[src/rtl/brpc_pkg.sv]
package brpc_pkg;
  localparam int PC_W   = 16;
  localparam int BYTE_W = 8;
  localparam int CYC_W  = 5;
  localparam int CC_W   = 3;

  localparam logic [CYC_W-1:0] CYC_ABS      = CYC_W'(10);
  localparam logic [CYC_W-1:0] CYC_REL_TAKE = CYC_W'(12);
  localparam logic [CYC_W-1:0] CYC_REL_SKIP = CYC_W'(7);
  localparam logic [CYC_W-1:0] CYC_CALL     = CYC_W'(17);
  localparam logic [CYC_W-1:0] CYC_NONE     = '0;

  localparam int FLAG_S  = 7;
  localparam int FLAG_Z  = 6;
  localparam int FLAG_PV = 2;
  localparam int FLAG_C  = 0;

  typedef enum logic [2:0] {
    SEL_KEEP, SEL_ABS, SEL_REL, SEL_SKIP2, SEL_SKIP3
  } nextSel_e;

  typedef enum logic [2:0] {
    K_NONE, K_JP, K_JPCC, K_JR, K_JRCC, K_CALL, K_CALLCC
  } kind_e;

  typedef struct packed {
    logic             isBranch;
    nextSel_e         sel;
    logic             push;
    logic [CYC_W-1:0] cyc;
  } ctrlStrobe_t;

  // Condition code pairs (2k, 2k+1) test one flag: clear, then set.
  function automatic int condFlagBit(input int code);
    case (code / 2)
      0:       return FLAG_Z;
      1:       return FLAG_C;
      2:       return FLAG_PV;
      default: return FLAG_S;
    endcase
  endfunction
endpackage

[src/rtl/brpc_cond.sv]
module brpc_cond
  import brpc_pkg::*;
#(
  parameter int FLAG_W = BYTE_W,
  parameter int NUM_CC = 8,
  localparam int SEL_W = $clog2(NUM_CC)
) (
  input  logic [FLAG_W-1:0] flags,
  input  logic [SEL_W-1:0]  ccSel,
  output logic              condTrue
);
  logic [NUM_CC-1:0] truthVec;

  for (genvar i = 0; i < NUM_CC; i++) begin : g_cc
    localparam int FB = condFlagBit(i);
    if (i % 2 == 1) begin : g_set
      assign truthVec[i] = flags[FB];
    end else begin : g_clr
      assign truthVec[i] = ~flags[FB];
    end
  end

  assign condTrue = truthVec[ccSel];
endmodule

[src/rtl/brpc_ctrl.sv]
module brpc_ctrl
  import brpc_pkg::*;
#(
  parameter int OP_W = BYTE_W
) (
  input  logic [OP_W-1:0] opcode,
  input  logic            condTrue,
  output logic [CC_W-1:0] ccSel,
  output ctrlStrobe_t     strobe
);
  localparam logic [OP_W-1:0] OP_JP      = OP_W'(8'hC3);
  localparam logic [OP_W-1:0] OP_JR      = OP_W'(8'h18);
  localparam logic [OP_W-1:0] OP_CALL    = OP_W'(8'hCD);
  localparam logic [OP_W-1:0] CC_MASK    = OP_W'(8'hC7);
  localparam logic [OP_W-1:0] JPCC_BASE  = OP_W'(8'hC2);
  localparam logic [OP_W-1:0] CALLCC_BASE = OP_W'(8'hC4);
  localparam logic [OP_W-1:0] REL_MASK   = OP_W'(8'hE7);
  localparam logic [OP_W-1:0] REL_BASE   = OP_W'(8'h20);

  kind_e           kind;
  logic [OP_W-1:0] relOp;

  always_comb begin
    if (opcode == OP_JP)                            kind = K_JP;
    else if (opcode == OP_JR)                       kind = K_JR;
    else if (opcode == OP_CALL)                     kind = K_CALL;
    else if ((opcode & CC_MASK) == JPCC_BASE)       kind = K_JPCC;
    else if ((opcode & CC_MASK) == CALLCC_BASE)     kind = K_CALLCC;
    else if ((opcode & REL_MASK) == REL_BASE)       kind = K_JRCC;
    else                                            kind = K_NONE;
  end

  // Relative conditionals reuse the absolute code table shifted by 0x20.
  assign relOp = opcode - REL_BASE;
  assign ccSel = (kind == K_JRCC) ? relOp[5:3] : opcode[5:3];

  always_comb begin
    strobe = '{isBranch: 1'b1, sel: SEL_KEEP, push: 1'b0, cyc: CYC_NONE};
    unique case (kind)
      K_JP: begin
        strobe.sel = SEL_ABS;
        strobe.cyc = CYC_ABS;
      end
      K_JPCC: begin
        strobe.sel = condTrue ? SEL_ABS : SEL_SKIP3;
        strobe.cyc = CYC_ABS;
      end
      K_JR: begin
        strobe.sel = SEL_REL;
        strobe.cyc = CYC_REL_TAKE;
      end
      K_JRCC: begin
        strobe.sel = condTrue ? SEL_REL : SEL_SKIP2;
        strobe.cyc = condTrue ? CYC_REL_TAKE : CYC_REL_SKIP;
      end
      K_CALL: begin
        strobe.sel  = SEL_ABS;
        strobe.push = 1'b1;
        strobe.cyc  = CYC_CALL;
      end
      K_CALLCC: begin
        strobe.sel  = condTrue ? SEL_ABS : SEL_SKIP3;
        strobe.push = condTrue;
        strobe.cyc  = condTrue ? CYC_CALL : CYC_ABS;
      end
      default: begin
        strobe.isBranch = 1'b0;
      end
    endcase
  end
endmodule

[src/rtl/brpc_datapath.sv]
module brpc_datapath
  import brpc_pkg::*;
#(
  parameter int ADDR_W = PC_W,
  localparam int HALF_W = ADDR_W / 2
) (
  input  logic              clk,
  input  logic              rstN,
  input  logic              inValid,
  input  logic [ADDR_W-1:0] curPc,
  input  logic [HALF_W-1:0] immLo,
  input  logic [HALF_W-1:0] immHi,
  input  ctrlStrobe_t       strobe,
  output logic              outValid,
  output logic              isBranch,
  output logic [ADDR_W-1:0] nextPc,
  output logic              pushValid,
  output logic [ADDR_W-1:0] pushAddr,
  output logic [CYC_W-1:0]  cycles
);
  logic [ADDR_W-1:0] absTgt, relTgt, seq2, seq3, dispExt, pcSel;

  assign absTgt  = {immHi, immLo};
  assign dispExt = {{(ADDR_W-HALF_W){immLo[HALF_W-1]}}, immLo};
  assign seq2    = curPc + ADDR_W'(2);
  assign seq3    = curPc + ADDR_W'(3);
  assign relTgt  = seq2 + dispExt;

  always_comb begin
    unique case (strobe.sel)
      SEL_ABS:   pcSel = absTgt;
      SEL_REL:   pcSel = relTgt;
      SEL_SKIP2: pcSel = seq2;
      SEL_SKIP3: pcSel = seq3;
      default:   pcSel = curPc;
    endcase
  end

  always_ff @(posedge clk) begin
    if (!rstN) begin
      outValid  <= 1'b0;
      pushValid <= 1'b0;
      isBranch  <= 1'b0;
      nextPc    <= '0;
      pushAddr  <= '0;
      cycles    <= '0;
    end else begin
      outValid  <= inValid;
      pushValid <= inValid & strobe.push;
      if (inValid) begin
        isBranch <= strobe.isBranch;
        nextPc   <= pcSel;
        cycles   <= strobe.cyc;
        if (strobe.push) pushAddr <= seq3;
      end
    end
  end
endmodule

[src/rtl/brpc_unit.sv]
module brpc_unit
  import brpc_pkg::*;
#(
  parameter int ADDR_W = PC_W,
  parameter int OP_W   = BYTE_W,
  parameter int CNT_W  = CYC_W,
  localparam int HALF_W = ADDR_W / 2
) (
  input  logic              clk,
  input  logic              rstN,
  input  logic              inValid,
  input  logic [ADDR_W-1:0] curPc,
  input  logic [OP_W-1:0]   opcode,
  input  logic [HALF_W-1:0] immLo,
  input  logic [HALF_W-1:0] immHi,
  input  logic [OP_W-1:0]   flags,
  output logic              outValid,
  output logic              isBranch,
  output logic [ADDR_W-1:0] nextPc,
  output logic              pushValid,
  output logic [ADDR_W-1:0] pushAddr,
  output logic [CNT_W-1:0]  cycles
);
  logic [CC_W-1:0] ccSel;
  logic            condTrue;
  ctrlStrobe_t     strobe;

  brpc_ctrl #(.OP_W(OP_W)) u_ctrl (
    .opcode  (opcode),
    .condTrue(condTrue),
    .ccSel   (ccSel),
    .strobe  (strobe)
  );

  brpc_cond #(.FLAG_W(OP_W), .NUM_CC(1 << CC_W)) u_cond (
    .flags   (flags),
    .ccSel   (ccSel),
    .condTrue(condTrue)
  );

  brpc_datapath #(.ADDR_W(ADDR_W)) u_dp (
    .clk      (clk),
    .rstN     (rstN),
    .inValid  (inValid),
    .curPc    (curPc),
    .immLo    (immLo),
    .immHi    (immHi),
    .strobe   (strobe),
    .outValid (outValid),
    .isBranch (isBranch),
    .nextPc   (nextPc),
    .pushValid(pushValid),
    .pushAddr (pushAddr),
    .cycles   (cycles)
  );
endmodule

[config.mk]
export PLATFORM = sky130hd
export DESIGN_NAME = brpc_unit
export DESIGN_NICKNAME = d
export VERILOG_FILES = /design/src/rtl/brpc_pkg.sv /design/src/rtl/brpc_cond.sv /design/src/rtl/brpc_ctrl.sv /design/src/rtl/brpc_datapath.sv /design/src/rtl/brpc_unit.sv
export SDC_FILE = /design/constraint.sdc
export NUM_CORES = 1
export LEC_CHECK = 0
export BUFFER_PORTS_ARGS = -buffer_cell sky130_fd_sc_hd__buf_2
export CAP_MARGIN = 20
export CORE_UTILIZATION = 45
export CTS_CLUSTER_DIAMETER = 60
export DETAILED_ROUTE_END_ITERATION = 10
export PLACE_DENSITY = 0.69
export SYNTH_ARGS = -nofsm -noshare
export SYNTH_HDL_FRONTEND = slang
export SYNTH_HIERARCHICAL = 1
export SYNTH_SLANG_ARGS = --single-unit
[constraint.sdc]
create_clock -name clk -period 5 [get_ports clk]
set_input_delay 0.25 -clock clk [delete_from_list [all_inputs] [get_ports clk]]
set_output_delay 0.25 -clock clk [all_outputs]
set_load 0.02 [all_outputs]
; Word level (Yosys, flattened, before mapping)
; Cells that the tools add are included.
[word_totals]
register_bits = 40
out_inout_bits = 40
wordCells = 55
[classes]
add_sub_neg = 4
n_lt_le_gt_ge = 1
n_eq_ne = 16
mux = 18
bitwise_logic = 5
reduce_logical = 5
[op_table]
columns = cell, count
row1 = $pmux W16 S4, 1
row2 = $add A16 B2 Y16 const B, 2
row3 = $pmux W5 S5, 1
row4 = $mux W3, 8
row5 = $add A16 B16 Y16, 1
row6 = $eq A8 B8 Y1 const B, 2
row7 = $eq A3 B2 Y1 const B, 4
row8 = $eq A3 B3 Y1 const B, 4
row9 = $pmux W3 S4, 1
row10 = $eq A5 B5 Y1 const B, 2
row11 = $eq A8 B5 Y1 const B, 1
row12 = $eq A3 B1 Y1 const B, 2
row13 = $eq A6 B4 Y1 const B, 1
row14 = $reduce_or A2 Y1, 3
row15 = $reduce_or A6 Y1, 1
row16 = $sub A6 B6 Y6 const B, 1
row17 = $mux W5, 1
row18 = $lt A3 B4 Y1 const B, 1
row19 = $mux W4, 1
row20 = $not A1 Y1, 4
row21 = $bmux W1 S3, 1
row22 = $mux W1, 3
row23 = $pmux W1 S2, 1
row24 = $reduce_and A2 Y1, 1
row25 = $and A1 B1 Y1, 1

; Logic depth before layout (Yosys ltp)
; Gate-level depths: netlist of the first run.
[logic_depth]
depth_word = 15
depth_mapped = 20

; Cells and area by module
; Netlist of the first run, hierarchy kept.
[by_module_without_submodules]
columns = mod, n_inst, cells_each, area_each_um2
row1 = brpc_datapath, 1, 464, 3507.1
row2 = brpc_ctrl, 1, 50, 347.8
row3 = brpc_cond, 1, 2, 31.3

; Worst setup path before layout of the first run
; No wires, ideal clock.
[synth_timing]
kind = in2reg
startpoint = in opcode[6]
endpoint = reg u_dp.nextPc[13]
setup_ns = 0.116
t_arrival_ns = 4.293
t_required_ns = 4.884
setup_slack_ns = 0.591
stages = 18
n_path_buf = 3
path_cell_list = nand4bb_1 > or4_1 > clkbuf_1 > o21a_1 > ha_1 > a21bo_2 > xnor2_1 > mux4_2 > xnor2_1 > a21oi_1 > and2_1 > o22ai_2 > buf_2 > clkbuf_1 > a21oi_1 > o32ai_1 > a21oi_1 > a41o_1
[synth_rtl]
columns = item, line
row1 = "start, declared", brpc_unit.sv:13  ; input logic [OP_W-1:0] opcode,
row2 = "end signal, assigned", brpc_datapath.sv:52  ; nextPc <= pcSel;
row3 = "end, declared", brpc_datapath.sv:16  ; output logic [ADDR_W-1:0] nextPc,

==> PnR_summary.wiki, run 1 <==
{| class="wikitable"
! Metric !! Value
|-
| Max IR drop VDD || ~0.12 mV
|-
| Number of antenna violations at the first check in global routing || 0
|-
| Total internal power || 607 uW
|-
| Max clock buf depth || 2
|-
| Net switching share of the total power || 0.343
|-
| Synthesized Nets || 590
|-
| Hold Path Stages || 2
|-
| Setup total negative slack || 0 ps
|-
| H-tree lvl count || 2
|-
| Syn. warnings || 6
|-
| Count of input and output buffers || 86
|-
| Global route overflow || 0
|-
| Clock-pin slew reported for the worst setup and hold paths after clock tree synthesis || ~80 ps
|-
| Count of unique library cells instantiated by Yosys || 80
|-
| Post-DR vias/cell || 5.94
|-
| Clock latency on the worst-skew pair || 290 ps
|-
| Cells after synthesis || slightly above 500
|-
| Portion of synthesized cell area occupied by the leading cell type || 0.206
|-
| Fin. Hold Viols || 0
|-
| Register-to-Register Path Depth || 5
|-
| Buf+Inv Stages, Crit Path || 2
|-
| Final weighted congestion of routability-driven global placement || approximately 0.95
|-
| RSZ-0062 raised after global routing || false
|-
| Clock Skews || 0 ps
|-
| Synth area leaders || sky130_fd_sc_hd__dfxtp_1 (21%), sky130_fd_sc_hd__ha_1 (7.1%), sky130_fd_sc_hd__nor2_1 (6.9%)
|-
| CP Launch Type || input port
|-
| Main synth FF type || sky130_fd_sc_hd__dfxtp_1
|-
| Post-route worst hold slack || 260 ps
|-
| Final setup vio count || 0
|-
| Beginning of the critical path || opcode[6]
|-
| Relative contribution of the clock network to total power || 0.301
|-
| Cells along the critical path || buf_2, nand4bb_1, or4_1, o21a_1, ha_1, a21bo_2, xnor2_1, mux4_2, xnor2_1, and2_1, o22ai_2, nand2b_1, nor2_1, buf_4, nor2_1, o21ai_0, a21oi_1, a311oi_1
|-
| Share of layout cells above drive strength 1 || 0.220
|-
| DRC violations left || 0
|-
| Data required time of the critical path || around 5200 ps
|-
| Crit-path max cell delay || 610 ps
|-
| Total Routed Length || between 10000 and 15000 um
|-
| Slew at the pin closest to its max-slew limit || 780 ps
|-
| Routed wire length on met3 || between 700 and 800 um
|-
| RR Startpoint || u_dp/nextPc[13]$_SDFFE_PN0P_
|-
| Met1 Routed Length || approximately 5100 um
|-
| Outcome || finished, final reports clean
|-
| Largest fanout of any net on the critical path || 7
|-
| Number of buffers created by CTS || 5
|-
| Net count, final || 660
|-
| Asr flop ratio synth || 0
|-
| Overall die area || 9010 sq um
|-
| HPWL Detailed || around 9100 um
|-
| Power share of the sequential group || 0.364
|-
| Number of I/O pins || a little over 90
|-
| Cell at the slowest stage of the critical path || sky130_fd_sc_hd__or4_1
|-
| Vias in the first global route || 3803
|-
| Met2 layer wire length in the routed design || 5390 um
|-
| LEAKAGE || between 0.0015 and 0.002 uW
|-
| Share of power burned in combinational logic || 0.335
|-
| Power density over the cells || around 210 nW/um^2
|-
| Portion of the clock cycle consumed by the worst path in the final layout || 0.918
|-
| Slew margin rel. || 0.480
|-
| Count of antenna-violating nets left after detailed routing || 0
|-
| Critical path class || in2reg
|-
| NetSw || 316 uW
|-
| Number of DRC markers in iteration 0 || a little under 300
|-
| Antenna cells || 0
|-
| First-pass GRT wire length || between 15000 and 20000 um
|-
| Synthesized flop and latch total || 40
|-
| Worst reg2reg setup slack || between 4000 and 5000 ps
|-
| Slew Viols, Final || 0
|-
| Post-CTS setup repair buffer count || 0
|-
| Starting density of the core || 0.468
|-
| Highest routed metal layer || met4
|-
| Post-synth EDFFs || 0
|-
| CTS tree || yes
|-
| Total global routing track utilization || 0.264
|-
| Average wire length per cell after detail routing || 16.7 um
|-
| Arrival time at the worst endpoint || 4800 ps
|-
| Mapped Avg Cell Area || 7.53 sq um
|-
| Synth area leader || sky130_fd_sc_hd__dfxtp_1
|-
| First-pass DRT Iterations || 6
|-
| Number of max-capacitance violations reported || 0
|-
| Crit path capture || u_dp/nextPc[8]$_SDFFE_PN0P_
|-
| Cell family with most CP delay || simple AND/OR/NAND/NOR gates
|-
| Layout area overhead || 15.6%
|-
| Clock Sinks || 40
|-
| Setup crit end kind || flip-flop
|-
| Sequential cell area fraction in the yosys report || 0.206
|-
| Shortest period the worst path allows || between 4000 and 5000 ps
|-
| Post-cts sizing count || 0
|-
| Cell Rows || 33
|-
| Peak clock frequency supported by timing || about 220 MHz
|-
| Largest net degree at the start of global routing || 40
|-
| Worst min-delay path class || in2reg
|-
| Via Count || roughly 4100
|-
| Die Span X || 94.9 um
|-
| Die outline height || about 95 um
|-
| Endpoint of the worst-slack reg-to-reg timing path || u_dp/nextPc[13]$_SDFFE_PN0P_
|-
| Path length in cells of the critical path || 18
|-
| Cell chosen for the clock root || sky130_fd_sc_hd__clkbuf_8
|-
| Cts-stage hold buffer count || 0
|-
| Netlist area before placement || 3890 sq um
|-
| Core ar. || ~8300 sq um
|}
how the worst min path moves through the flow:
stage | from | to | slack (ps)
after floorplan | curPc[0] | u_dp/pushAddr[0]$_SDFFE_PN0P_ | 350
after global placement | u_dp/nextPc[3]$_SDFFE_PN0P_ | u_dp/nextPc[3]$_SDFFE_PN0P_ | 440
after detailed placement | u_dp/nextPc[3]$_SDFFE_PN0P_ | u_dp/nextPc[3]$_SDFFE_PN0P_ | 440
after CTS | curPc[0] | u_dp/pushAddr[0]$_SDFFE_PN0P_ | 260
after global routing | curPc[0] | u_dp/pushAddr[0]$_SDFFE_PN0P_ | 260
final | curPc[0] | u_dp/pushAddr[0]$_SDFFE_PN0P_ | 260
cell families after synthesis:
kind of cell    Yosys count  share of synthesized area
mux                      12                     0.0373
fa+ha+maj                23                     0.0760
buf+inv                  54                     0.0592
compound gates          143                      0.256
xor+xnor                 43                     0.0969
simple gates            201                      0.269
flops                    40                      0.206
synth_stat cells (all sizes together) (18+ instances only):
cell type / n
nand3: 18
dfxtp: 40
inv: 21
ha: 22
nor2: 71
a211oi: 21
a21oi: 33
nor3: 19
nand2: 38
o21ai: 27
xnor2: 30
buf: 18
routing by layer:
| layer | vias to the layer above | global-route usage |
|---|---|---|
| met2 | 162 | 0.441 |
| li1 | 2000 | - |
| met5 | - | 0 |
| met3 | 24 | 0.0354 |
| met4 | 0 | 0.0884 |
| met1 | 1924 | 0.347 |
layout by cell type, fill, tap and decap left out, types with 3 or more instances in the layout:
cell type                  instances
sky130_fd_sc_hd__buf_2            86
sky130_fd_sc_hd__nor2_1           70
sky130_fd_sc_hd__dfxtp_1          40
sky130_fd_sc_hd__nand2_1          38
sky130_fd_sc_hd__a21oi_1          32
sky130_fd_sc_hd__xnor2_1          30
sky130_fd_sc_hd__o21ai_0          23
sky130_fd_sc_hd__ha_1             22
sky130_fd_sc_hd__inv_1            20
sky130_fd_sc_hd__a211oi_1         19
sky130_fd_sc_hd__nand3_1          17
sky130_fd_sc_hd__nor3_1           17
sky130_fd_sc_hd__xor2_1           13
sky130_fd_sc_hd__buf_4            10
sky130_fd_sc_hd__mux2i_1          10
sky130_fd_sc_hd__nand2b_1          9
sky130_fd_sc_hd__o21a_1            8
sky130_fd_sc_hd__and2_1            6
sky130_fd_sc_hd__nor2b_1           6
sky130_fd_sc_hd__nand4_1           6
sky130_fd_sc_hd__clkbuf_8          5
sky130_fd_sc_hd__o211ai_1          5
sky130_fd_sc_hd__and3_1            4
sky130_fd_sc_hd__o21ai_1           4
sky130_fd_sc_hd__a31oi_1           4
sky130_fd_sc_hd__o31a_1            3
sky130_fd_sc_hd__nand3b_1          3
sky130_fd_sc_hd__a21o_1            3
sky130_fd_sc_hd__a22oi_1           3
sky130_fd_sc_hd__o22ai_1           3
sky130_fd_sc_hd__o22a_1            3
power groups by stage:
stage,combinational [uW],sequential (uW),clock [uW]
final,309,336,278
after global routing,339,337,304
after CTS,307,336,287
after detailed placement,305,343,0
after global placement,299,343,0
after floorplan,205,358,0
worst register-to-register path: stages, from the launching register on:
cell,delay [ps]
sky130_fd_sc_hd__dfxtp_1,320
sky130_fd_sc_hd__nor2_1,80
sky130_fd_sc_hd__nor2_1,70
sky130_fd_sc_hd__nand2_1,90
sky130_fd_sc_hd__a21oi_1,40
sky130_fd_sc_hd__a41o_1,240
metrics by stage:
stage	power, uW	instance area, sq um	std cells	util	setup slack, ps
final	923	4490	692	0.541	409
after global routing	981	4490	692	0.541	37.1
after global placement	642	4370	684	0.527	264
after CTS	930	4490	692	0.541	410
after floorplan	563	3890	516	-	591
after detailed placement	648	4370	684	0.527	112
sequential cells by signal, summed over array words and instances (netlist names):
register,count
u_dp/cycles,5
u_dp/isBranch,1
u_dp/nextPc,16
u_dp/outValid,1
u_dp/pushAddr,16
u_dp/pushValid,1
final cells by class:
cell class / instances / area, sq um
Clock buffer: 5 / 68.8
Clock inverter: 3 / 46.3
Fill cell: 834 / 3810
Inverter: 21 / 78.8
Multi-Input combinational cell: 422 / 2860
Sequential cell: 40 / 801
Tap cell: 105 / 131
Timing Repair Buffer: 96 / 505
Note: power is estimated with default switching activity, not from simulation.
==> inputs of run 2 (changes only) <==
--- a/config.mk
+++ b/config.mk
@@ -7,10 +7,10 @@
 export LEC_CHECK = 0
 export BUFFER_PORTS_ARGS = -buffer_cell sky130_fd_sc_hd__buf_2
 export CAP_MARGIN = 20
-export CORE_UTILIZATION = 45
+export CORE_UTILIZATION = 55
 export CTS_CLUSTER_DIAMETER = 60
 export DETAILED_ROUTE_END_ITERATION = 10
-export PLACE_DENSITY = 0.69
+export PLACE_DENSITY = 0.81
 export SYNTH_ARGS = -nofsm -noshare
 export SYNTH_HDL_FRONTEND = slang
 export SYNTH_HIERARCHICAL = 1
==> run 2 against run 1 <==
Against the previous run: clock power is 13% lower; hold slack worse by 15 ps; register-to-register slack better by 20 ps; largest cell class unchanged.
==> PnR_summary.wiki, run 2 (synthesis gave the netlist of run 1 again) <==
{| class="wikitable"
! Metric !! Value
|-
| Outcome || finished, final reports clean (unchanged)
|-
| Average wire length per cell after detail routing || 16.8 um (was 16.7 um)
|-
| Start point of the worst hold path || curPc[0] (unchanged)
|-
| LEAKAGE || 0.00190 uW (was 0.00191 uW)
|-
| Arrival time at the worst endpoint || 4820 ps (was 4800 ps)
|-
| Crit-path max cell delay || 590 ps (was 610 ps)
|-
| Overall die area || 7410 sq um (was 9010 sq um)
|-
| Share of layout cells above drive strength 1 || 0.219 (was 0.220)
|-
| Total global routing track utilization || 0.313 (was 0.264)
|-
| Setup slack of the critical path after layout || 378 ps (was 409 ps)
|-
| Hold worst-path end || u_dp/pushAddr[0]$_SDFFE_PN0P_ (unchanged)
|-
| Power density over the cells || 200 nW/um^2 (was 206 nW/um^2)
|-
| Dpl cell area || 4370 sq um (about the same)
|-
| Largest fanout of any net on the critical path || 10 (was 7)
|-
| Fill cell count || 619 (was 834)
|-
| Worst setup slack after placement || 143 ps (was 112 ps)
|-
| Clock Skews || 0 ps (unchanged)
|-
| H-tree lvl count || 2 (unchanged)
|-
| Via Count || 4170 (was 4110)
|-
| Number of DRC markers in iteration 0 || 231 (was 289)
|-
| Critical path class || in2reg (unchanged)
|-
| Count of input and output buffers || 86 (unchanged)
|-
| Cell at the slowest stage of the critical path || sky130_fd_sc_hd__nor2_1 (was sky130_fd_sc_hd__or4_1)
|-
| DRC violations left || 0 (unchanged)
|-
| Setup crit end kind || flip-flop (unchanged)
|-
| Non-filler instance count after layout || 684 (was 692)
|-
| Data required time of the critical path || 5200 ps (was 5210 ps)
|-
| Cells along the critical path || buf_2, nand4bb_1, or4_1, o21a_1, ha_1, a21bo_2, xnor2_1, mux4_2, xnor2_1, and2_1, o22ai_2, nand2b_1, nor2_1, nand2_1, nand3b_1, o211ai_1, a221oi_1, nor2_1 (was buf_2, nand4bb_1, or4_1, o21a_1, ha_1, a21bo_2, xnor2_1, mux4_2, xnor2_1, and2_1, o22ai_2, nand2b_1, nor2_1, buf_4, nor2_1, o21ai_0, a21oi_1, a311oi_1)
|-
| Largest net degree at the start of global routing || 40 (unchanged)
|-
| CP Launch Type || input port (unchanged)
|-
| Clock latency on the worst-skew pair || 300 ps (was 290 ps)
|-
| CTS tree || yes (unchanged)
|-
| Slew margin rel. || 0.480 (about the same)
|-
| Final setup vio count || 0 (unchanged)
|-
| Die Span X || 86.1 um (was 94.9 um)
|-
| Number of buffers created by CTS || 5 (unchanged)
|-
| Slew Viols, Final || 0 (unchanged)
|-
| Most common cell after layout, fill and taps aside || sky130_fd_sc_hd__buf_2 (unchanged)
|-
| First-pass DRT Iterations || 5 (was 6)
|-
| Cts-stage hold buffer count || 0 (unchanged)
|-
| Antenna cells || 0 (unchanged)
|-
| Post-CTS setup repair buffer count || 0 (unchanged)
|-
| Max IR drop VDD || 0.118 mV (was 0.115 mV)
|-
| Setup total negative slack || 0 ps (unchanged)
|-
| Clock-pin slew reported for the worst setup and hold paths after clock tree synthesis || 90 ps (was 80 ps)
|-
| Fin. Hold Viols || 0 (unchanged)
|-
| Global route overflow || 0 (unchanged)
|-
| Clock Sinks || 40 (unchanged)
|-
| RSZ-0062 raised after global routing || false (unchanged)
|-
| Post-cts sizing count || 0 (unchanged)
|-
| Cell chosen for the clock root || sky130_fd_sc_hd__clkbuf_8 (unchanged)
|-
| HPWL Detailed || 8900 um (was 9140 um)
|-
| Final weighted congestion of routability-driven global placement || 0.992 (was 0.950)
|-
| Register-to-Register Path Depth || 5 (unchanged)
|-
| Number of antenna violations at the first check in global routing || 0 (unchanged)
|-
| Worst min-delay path class || in2reg (unchanged)
|-
| RR Startpoint || u_dp/nextPc[13]$_SDFFE_PN0P_ (unchanged)
|-
| Number of I/O pins || 91 (unchanged)
|-
| Cell Rows || 30 (was 33)
|-
| Count of antenna-violating nets left after detailed routing || 0 (unchanged)
|-
| Portion of the clock cycle consumed by the worst path in the final layout || 0.924 (was 0.918)
|-
| Buf+Inv Stages, Crit Path || 1 (was 2)
|-
| First-pass GRT wire length || 18100 um (was 18500 um)
|-
| Number of max-capacitance violations reported || 0 (unchanged)
|-
| Worst reg2reg setup slack || 4070 ps (was 4050 ps)
|-
| Starting density of the core || 0.572 (was 0.468)
|-
| Utilization of the core after routing || 0.658 (was 0.541)
|-
| Layout area overhead || 15.0% (was 15.6%)
|-
| Core ar. || 6790 sq um (was 8300 sq um)
|-
| Peak clock frequency supported by timing || 216 MHz (was 218 MHz)
|-
| Slew at the pin closest to its max-slew limit || 780 ps (about the same)
|-
| Die outline height || 86.1 um (was 94.9 um)
|-
| Post-DR vias/cell || 6.10 (was 5.94)
|-
| Hold Path Stages || 2 (unchanged)
|-
| Instance count after placement with tap cells included || 676 (was 684)
|-
| Shortest period the worst path allows || 4620 ps (was 4590 ps)
|-
| Total Routed Length || 11500 um (was 11600 um)
|-
| Max clock buf depth || 2 (unchanged)
|-
| Beginning of the critical path || opcode[6] (unchanged)
|-
| Final standard cell area without fillers || 4470 sq um (was 4490 sq um)
|-
| Most used cells in the layout excluding fill and tap cells || sky130_fd_sc_hd__buf_2 (86), sky130_fd_sc_hd__nor2_1 (71), sky130_fd_sc_hd__dfxtp_1 (40) (was sky130_fd_sc_hd__buf_2 (86), sky130_fd_sc_hd__nor2_1 (70), sky130_fd_sc_hd__dfxtp_1 (40))
|-
| Cell family with most CP delay || simple AND/OR/NAND/NOR gates (unchanged)
|-
| Net count, final || 661 (was 660)
|-
| Vias in the first global route || 3820 (was 3803)
|-
| Largest registers ranked by flip-flop count || u_dp/nextPc: 16 flops, u_dp/pushAddr: 16 flops, u_dp/cycles: 5 flops (unchanged)
|-
| Endpoint of the worst-slack reg-to-reg timing path || u_dp/nextPc[13]$_SDFFE_PN0P_ (unchanged)
|}
run 2: cell count changes in the layout (fill, tap and decap cells not counted):
cell / before / now
sky130_fd_sc_hd__nor2_2: 1 / 0
sky130_fd_sc_hd__buf_4: 10 / 11
sky130_fd_sc_hd__nor2_1: 70 / 71
sky130_fd_sc_hd__bufinv_16: 1 / 0
sky130_fd_sc_hd__clkbuf_8: 5 / 6
sky130_fd_sc_hd__inv_6: 1 / 0
sky130_fd_sc_hd__clkinvlp_4: 1 / 2
run 2: per-stage QoR:
| stage | hold WS, ps | total power, uW |
|---|---|---|
| 2_1_floorplan | 346 | 563 |
| 3_3_place_gp | 432 | 639 |
| 3_5_place_dp | 450 | 650 |
| 4_1_cts | 236 | 889 |
| 5_1_grt | 244 | 934 |
| 6_report | 245 | 892 |
run 2: power by group:
part	leakage (uW)	switching (uW)	total (uW)	internal, uW
sequential	0.000326	5.67	336	330
clock	0.0000434	131	243	112
combinational	0.00153	186	312	126
run 2: layout make-up:
| class | count | area, sq um | share of cell area |
|---|---|---|---|
| sequential | 40 | 801 | 0.179 |
| clock inverter | 2 | 15.0 | 0.00336 |
| timing repair buffer | 97 | 513 | 0.115 |
| clock buffer | 6 | 82.6 | 0.0185 |
| inverter | 21 | 78.8 | 0.0176 |
| tap | 96 | 120 | 0.0269 |
| multi-input combinational | 422 | 2860 | 0.640 |
run 2: routing by layer:
layer | track usage | vias to the layer above | routed length (um)
met5 | 0 | - | 0
met4 | 0.167 | 0 | 522
li1 | - | 2009 | -
met3 | 0.0549 | 48 | 893
met1 | 0.387 | 1894 | 4690
met2 | 0.517 | 219 | 5350
run 2: how the worst max path moves through the flow:
stage | endpoint | slack [ps] | cells after the start
floorplan | u_dp/nextPc[13]$_SDFFE_PN0P_ | 590 | 18
global placement | u_dp/nextPc[2]$_SDFFE_PN0P_ | 250 | 18
detailed placement | u_dp/nextPc[2]$_SDFFE_PN0P_ | 140 | 18
CTS | u_dp/nextPc[2]$_SDFFE_PN0P_ | 460 | 18
global route | u_dp/nextPc[2]$_SDFFE_PN0P_ | 60 | 18
finish | u_dp/nextPc[9]$_SDFFE_PN0P_ | 380 | 18
run 2: worst register-to-register path: stages, from the launching register on:
cell                      delay, ps
sky130_fd_sc_hd__dfxtp_1        310
sky130_fd_sc_hd__nor2_1          80
sky130_fd_sc_hd__nor2_1          70
sky130_fd_sc_hd__nand2_1         90
sky130_fd_sc_hd__a21oi_1         40
sky130_fd_sc_hd__a41o_1         240
==> inputs of run 3 (changes only) <==
--- a/config.mk
+++ b/config.mk
@@ -5,13 +5,13 @@
 export SDC_FILE = /design/constraint.sdc
 export NUM_CORES = 1
 export LEC_CHECK = 0
+export ABC_AREA = 1
 export BUFFER_PORTS_ARGS = -buffer_cell sky130_fd_sc_hd__buf_2
 export CAP_MARGIN = 20
-export CORE_UTILIZATION = 55
+export CORE_UTILIZATION = 56
 export CTS_CLUSTER_DIAMETER = 60
 export DETAILED_ROUTE_END_ITERATION = 10
-export PLACE_DENSITY = 0.81
+export PLACE_DENSITY = 0.82
 export SYNTH_ARGS = -nofsm -noshare
 export SYNTH_HDL_FRONTEND = slang
-export SYNTH_HIERARCHICAL = 1
 export SYNTH_SLANG_ARGS = --single-unit
==> constraint.sdc (replaced) <==
create_clock -name clk -period 5 [get_ports clk]
set_input_delay 1.25 -clock clk [delete_from_list [all_inputs] [get_ports clk]]
set_output_delay 1.25 -clock clk [all_outputs]
set_load 0.02 [all_outputs]
==> run 3 against run 2 <==
Against the previous run: global-route usage is 1.4 points higher; setup slack better by 590 ps; count of clock-buffer cells in the layout down 1; hold slack better by 210 ps; clock skew unchanged; maximum frequency increased by 15%; total power is 2.0% higher; synthesized cell count grew 25%; cell area is 2.0% higher; via count increased by 6.3%; final cell count up 20%; core utilization grew 0.96 points.
==> PnR_summary.wiki, run 3 <==
{| class="wikitable"
! Metric !! Value
|-
| Synth area leader || sky130_fd_sc_hd__dfxtp_1 (unchanged)
|-
| Post-CTS setup repair buffer count || 0 (unchanged)
|-
| Main synth FF type || sky130_fd_sc_hd__dfxtp_1 (unchanged)
|-
| Portion of synthesized cell area occupied by the leading cell type || 0.201 (was 0.206)
|-
| Top cells by count, synth || sky130_fd_sc_hd__nand2_1 (209), sky130_fd_sc_hd__inv_1 (71), sky130_fd_sc_hd__nor2_1 (60) (was sky130_fd_sc_hd__nor2_1 (71), sky130_fd_sc_hd__dfxtp_1 (40), sky130_fd_sc_hd__nand2_1 (38))
|-
| RSZ-0062 raised after global routing || false (unchanged)
|-
| Fin. Hold Viols || 0 (unchanged)
|-
| Portion of the clock cycle consumed by the worst path in the final layout || 0.806 (was 0.924)
|-
| Count of input and output buffers || 86 (unchanged)
|-
| Number of DRC markers in iteration 0 || 221 (was 231)
|-
| Synthesized Nets || 718 (was 590)
|-
| Post-cts sizing count || 0 (unchanged)
|-
| Slew at the pin closest to its max-slew limit || 559 ps (was 780 ps)
|-
| Sequential cell area fraction in the yosys report || 0.201 (was 0.206)
|-
| First-pass DRT Iterations || 5 (unchanged)
|-
| Die Span X || 86.3 um (was 86.1 um)
|-
| Core ar. || 6830 sq um (was 6790 sq um)
|-
| H-tree lvl count || 2 (unchanged)
|-
| Count of unique library cells instantiated by Yosys || 39 (was 80)
|-
| Count of antenna-violating nets left after detailed routing || 0 (unchanged)
|-
| Most common cell after layout, fill and taps aside || sky130_fd_sc_hd__nand2_1 (was sky130_fd_sc_hd__buf_2)
|-
| Mapped Avg Cell Area || 6.17 sq um (was 7.53 sq um)
|-
| Post-synth EDFFs || 0 (unchanged)
|-
| Layout area overhead || 14.7% (was 15.0%)
|-
| Antenna cells || 0 (unchanged)
|-
| Clock-pin slew reported for the worst setup and hold paths after clock tree synthesis || 90 ps (about the same)
|-
| DRC violations left || 0 (unchanged)
|-
| Setup crit end kind || flip-flop (unchanged)
|-
| Average wire length per cell after detail routing || 14.2 um (was 16.8 um)
|-
| Peak clock frequency supported by timing || 248 MHz (was 216 MHz)
|-
| LEAKAGE || 0.00254 uW (was 0.00190 uW)
|-
| Die outline height || 86.3 um (was 86.1 um)
|-
| Largest net degree at the start of global routing || 29 (was 40)
|-
| Starting density of the core || 0.582 (was 0.572)
|-
| Arrival time at the worst endpoint || 4240 ps (was 4820 ps)
|-
| Data required time of the critical path || 5200 ps (about the same)
|-
| Clock Sinks || 40 (unchanged)
|-
| Slew Viols, Final || 0 (unchanged)
|-
| Most used cells in the layout excluding fill and tap cells || sky130_fd_sc_hd__nand2_1 (209), sky130_fd_sc_hd__buf_2 (86), sky130_fd_sc_hd__inv_1 (71) (was sky130_fd_sc_hd__buf_2 (86), sky130_fd_sc_hd__nor2_1 (71), sky130_fd_sc_hd__dfxtp_1 (40))
|-
| Cell Rows || 30 (unchanged)
|-
| Cts-stage hold buffer count || 0 (unchanged)
|-
| Max IR drop VDD || 0.155 mV (was 0.118 mV)
|-
| Netlist area before placement || 3980 sq um (was 3890 sq um)
|-
| Final setup vio count || 0 (unchanged)
|-
| Number of I/O pins || 91 (unchanged)
|-
| Final weighted congestion of routability-driven global placement || 0.932 (was 0.992)
|-
| Most common cell in the netlist || sky130_fd_sc_hd__nand2_1 (was sky130_fd_sc_hd__nor2_1)
|-
| Syn. warnings || 0 (was 6)
|-
| Final total power || 910 uW (was 892 uW)
|-
| Worst min-delay path class || reg2reg (was in2reg)
|-
| Synthesized flop and latch total || 40 (unchanged)
|-
| CP Launch Type || input port (unchanged)
|-
| Net count, final || 798 (was 661)
|-
| Asr flop ratio synth || 0 (unchanged)
|-
| Largest registers ranked by flip-flop count || u_dp.nextPc: 16 flops, u_dp.pushAddr: 16 flops, u_dp.cycles: 5 flops (was u_dp/nextPc: 16 flops, u_dp/pushAddr: 16 flops, u_dp/cycles: 5 flops)
|-
| Clock Skews || 0 ps (unchanged)
|-
| Global route overflow || 0 (unchanged)
|-
| Total Routed Length || 11700 um (was 11500 um)
|-
| Setup total negative slack || 0 ps (unchanged)
|-
| Clock latency on the worst-skew pair || 300 ps (about the same)
|-
| Via Count || 4433 (was 4170)
|-
| Share of layout cells above drive strength 1 || 0.179 (was 0.219)
|-
| Number of antenna violations at the first check in global routing || 0 (unchanged)
|-
| Slew margin rel. || 0.625 (was 0.480)
|-
| Overall die area || 7440 sq um (was 7410 sq um)
|-
| Total global routing track utilization || 0.327 (was 0.313)
|-
| Outcome || finished, final reports clean (unchanged)
|-
| Cells after synthesis || 644 (was 516)
|-
| HPWL Detailed || 9260 um (was 8900 um)
|-
| Max clock buf depth || 2 (unchanged)
|-
| Largest fanout of any net on the critical path || 5 (was 10)
|-
| Vias in the first global route || 4182 (was 3820)
|-
| Power density over the cells || 200 nW/um^2 (about the same)
|-
| First-pass GRT wire length || 19400 um (was 18100 um)
|-
| Fill cell count || 660 (was 619)
|-
| Post-DR vias/cell || 5.40 (was 6.10)
|-
| CTS tree || yes (unchanged)
|-
| Shortest period the worst path allows || 4030 ps (was 4620 ps)
|-
| Number of max-capacitance violations reported || 0 (unchanged)
|-
| Synth area leaders || sky130_fd_sc_hd__dfxtp_1 (20%), sky130_fd_sc_hd__nand2_1 (20%), sky130_fd_sc_hd__xor2_1 (7.3%) (was sky130_fd_sc_hd__dfxtp_1 (21%), sky130_fd_sc_hd__ha_1 (7.1%), sky130_fd_sc_hd__nor2_1 (6.9%))
|-
| Cell chosen for the clock root || sky130_fd_sc_hd__clkbuf_8 (unchanged)
|-
| Number of buffers created by CTS || 5 (unchanged)
|-
| Critical path class || in2reg (unchanged)
|}
run 3: final cells by class:
cell class              instances  area (sq um)  share of cell area
well taps                      96           120              0.0264
clock buffers                   5          68.8              0.0151
flip-flops and latches         40           801               0.176
repair buffers                 93           483               0.106
clock inverters                 3          42.5             0.00933
multi-input cells             507          2750               0.604
inverters                      77           289              0.0634
run 3: critical path, cell delays in order:
cell and delay, ps:
sky130_fd_sc_hd__buf_2 130, sky130_fd_sc_hd__ha_1 230, sky130_fd_sc_hd__nand3_1 140, sky130_fd_sc_hd__nor2_1 330, sky130_fd_sc_hd__nand2_1 140, sky130_fd_sc_hd__xor2_1 240
sky130_fd_sc_hd__ha_1 340, sky130_fd_sc_hd__a21oi_1 310, sky130_fd_sc_hd__o21ai_0 160, sky130_fd_sc_hd__a21oi_1 130, sky130_fd_sc_hd__o21ai_0 110, sky130_fd_sc_hd__or2_2 300
sky130_fd_sc_hd__nand3_1 80, sky130_fd_sc_hd__nand2_1 50, sky130_fd_sc_hd__nor2_1 70, sky130_fd_sc_hd__nand2_1 50, sky130_fd_sc_hd__nand2_1 110, sky130_fd_sc_hd__nand2_1 60
run 3: where the power goes:
part | total [uW] | internal (uW) | switching (uW)
clock | 274 | 148 | 126
sequential | 335 | 330 | 5.41
combinational | 300 | 107 | 193
total | 910 | 585 | 325
run 3: kinds of logic (layout without fill, tap and decap cells):
logic type	Yosys count	after routing	synth area share
fa+ha+maj	23	23	0.0743
buf+inv	97	178	0.106
simple gates	376	376	0.438
xor+xnor	40	40	0.0881
compound gates	68	68	0.0925
flops	40	40	0.201
run 3: per-stage QoR:
stage / cell area [sq um] / util / cells / worst slack [ps] / hold slack, ps
4_1_cts: 4560 / 0.667 / 821 / 1020 / 454
5_1_grt: 4560 / 0.667 / 821 / 674 / 470
2_1_floorplan: 3980 / - / 644 / 1260 / 530
3_3_place_gp: 4450 / 0.651 / 813 / 805 / 435
6_report: 4560 / 0.667 / 821 / 968 / 452
3_5_place_dp: 4450 / 0.651 / 813 / 741 / 436
run 3: final timing paths:
kind	startpoint	end	slack (ps)	cells past startpoint
worst max-delay path	curPc[2]	u_dp.nextPc[14]$_SDFFE_PN0P_	970	18
worst min-delay path	u_dp.nextPc[14]$_SDFFE_PN0P_	u_dp.nextPc[14]$_SDFFE_PN0P_	450	2
worst max register to register	u_dp.pushAddr[4]$_SDFFE_PN0P_	u_dp.pushAddr[4]$_SDFFE_PN0P_	4330	2
worst min register to register	u_dp.nextPc[14]$_SDFFE_PN0P_	u_dp.nextPc[14]$_SDFFE_PN0P_	450	2
run 3: metal layers:
layer,track usage,routed length [um],part of all wire,up-vias
met4,0.114,318,0.027,0
met5,0,0,0,-
li1,-,-,-,2232
met3,0.0495,949,0.081,32
met1,0.430,5170,0.44,1985
met2,0.545,5230,0.45,184
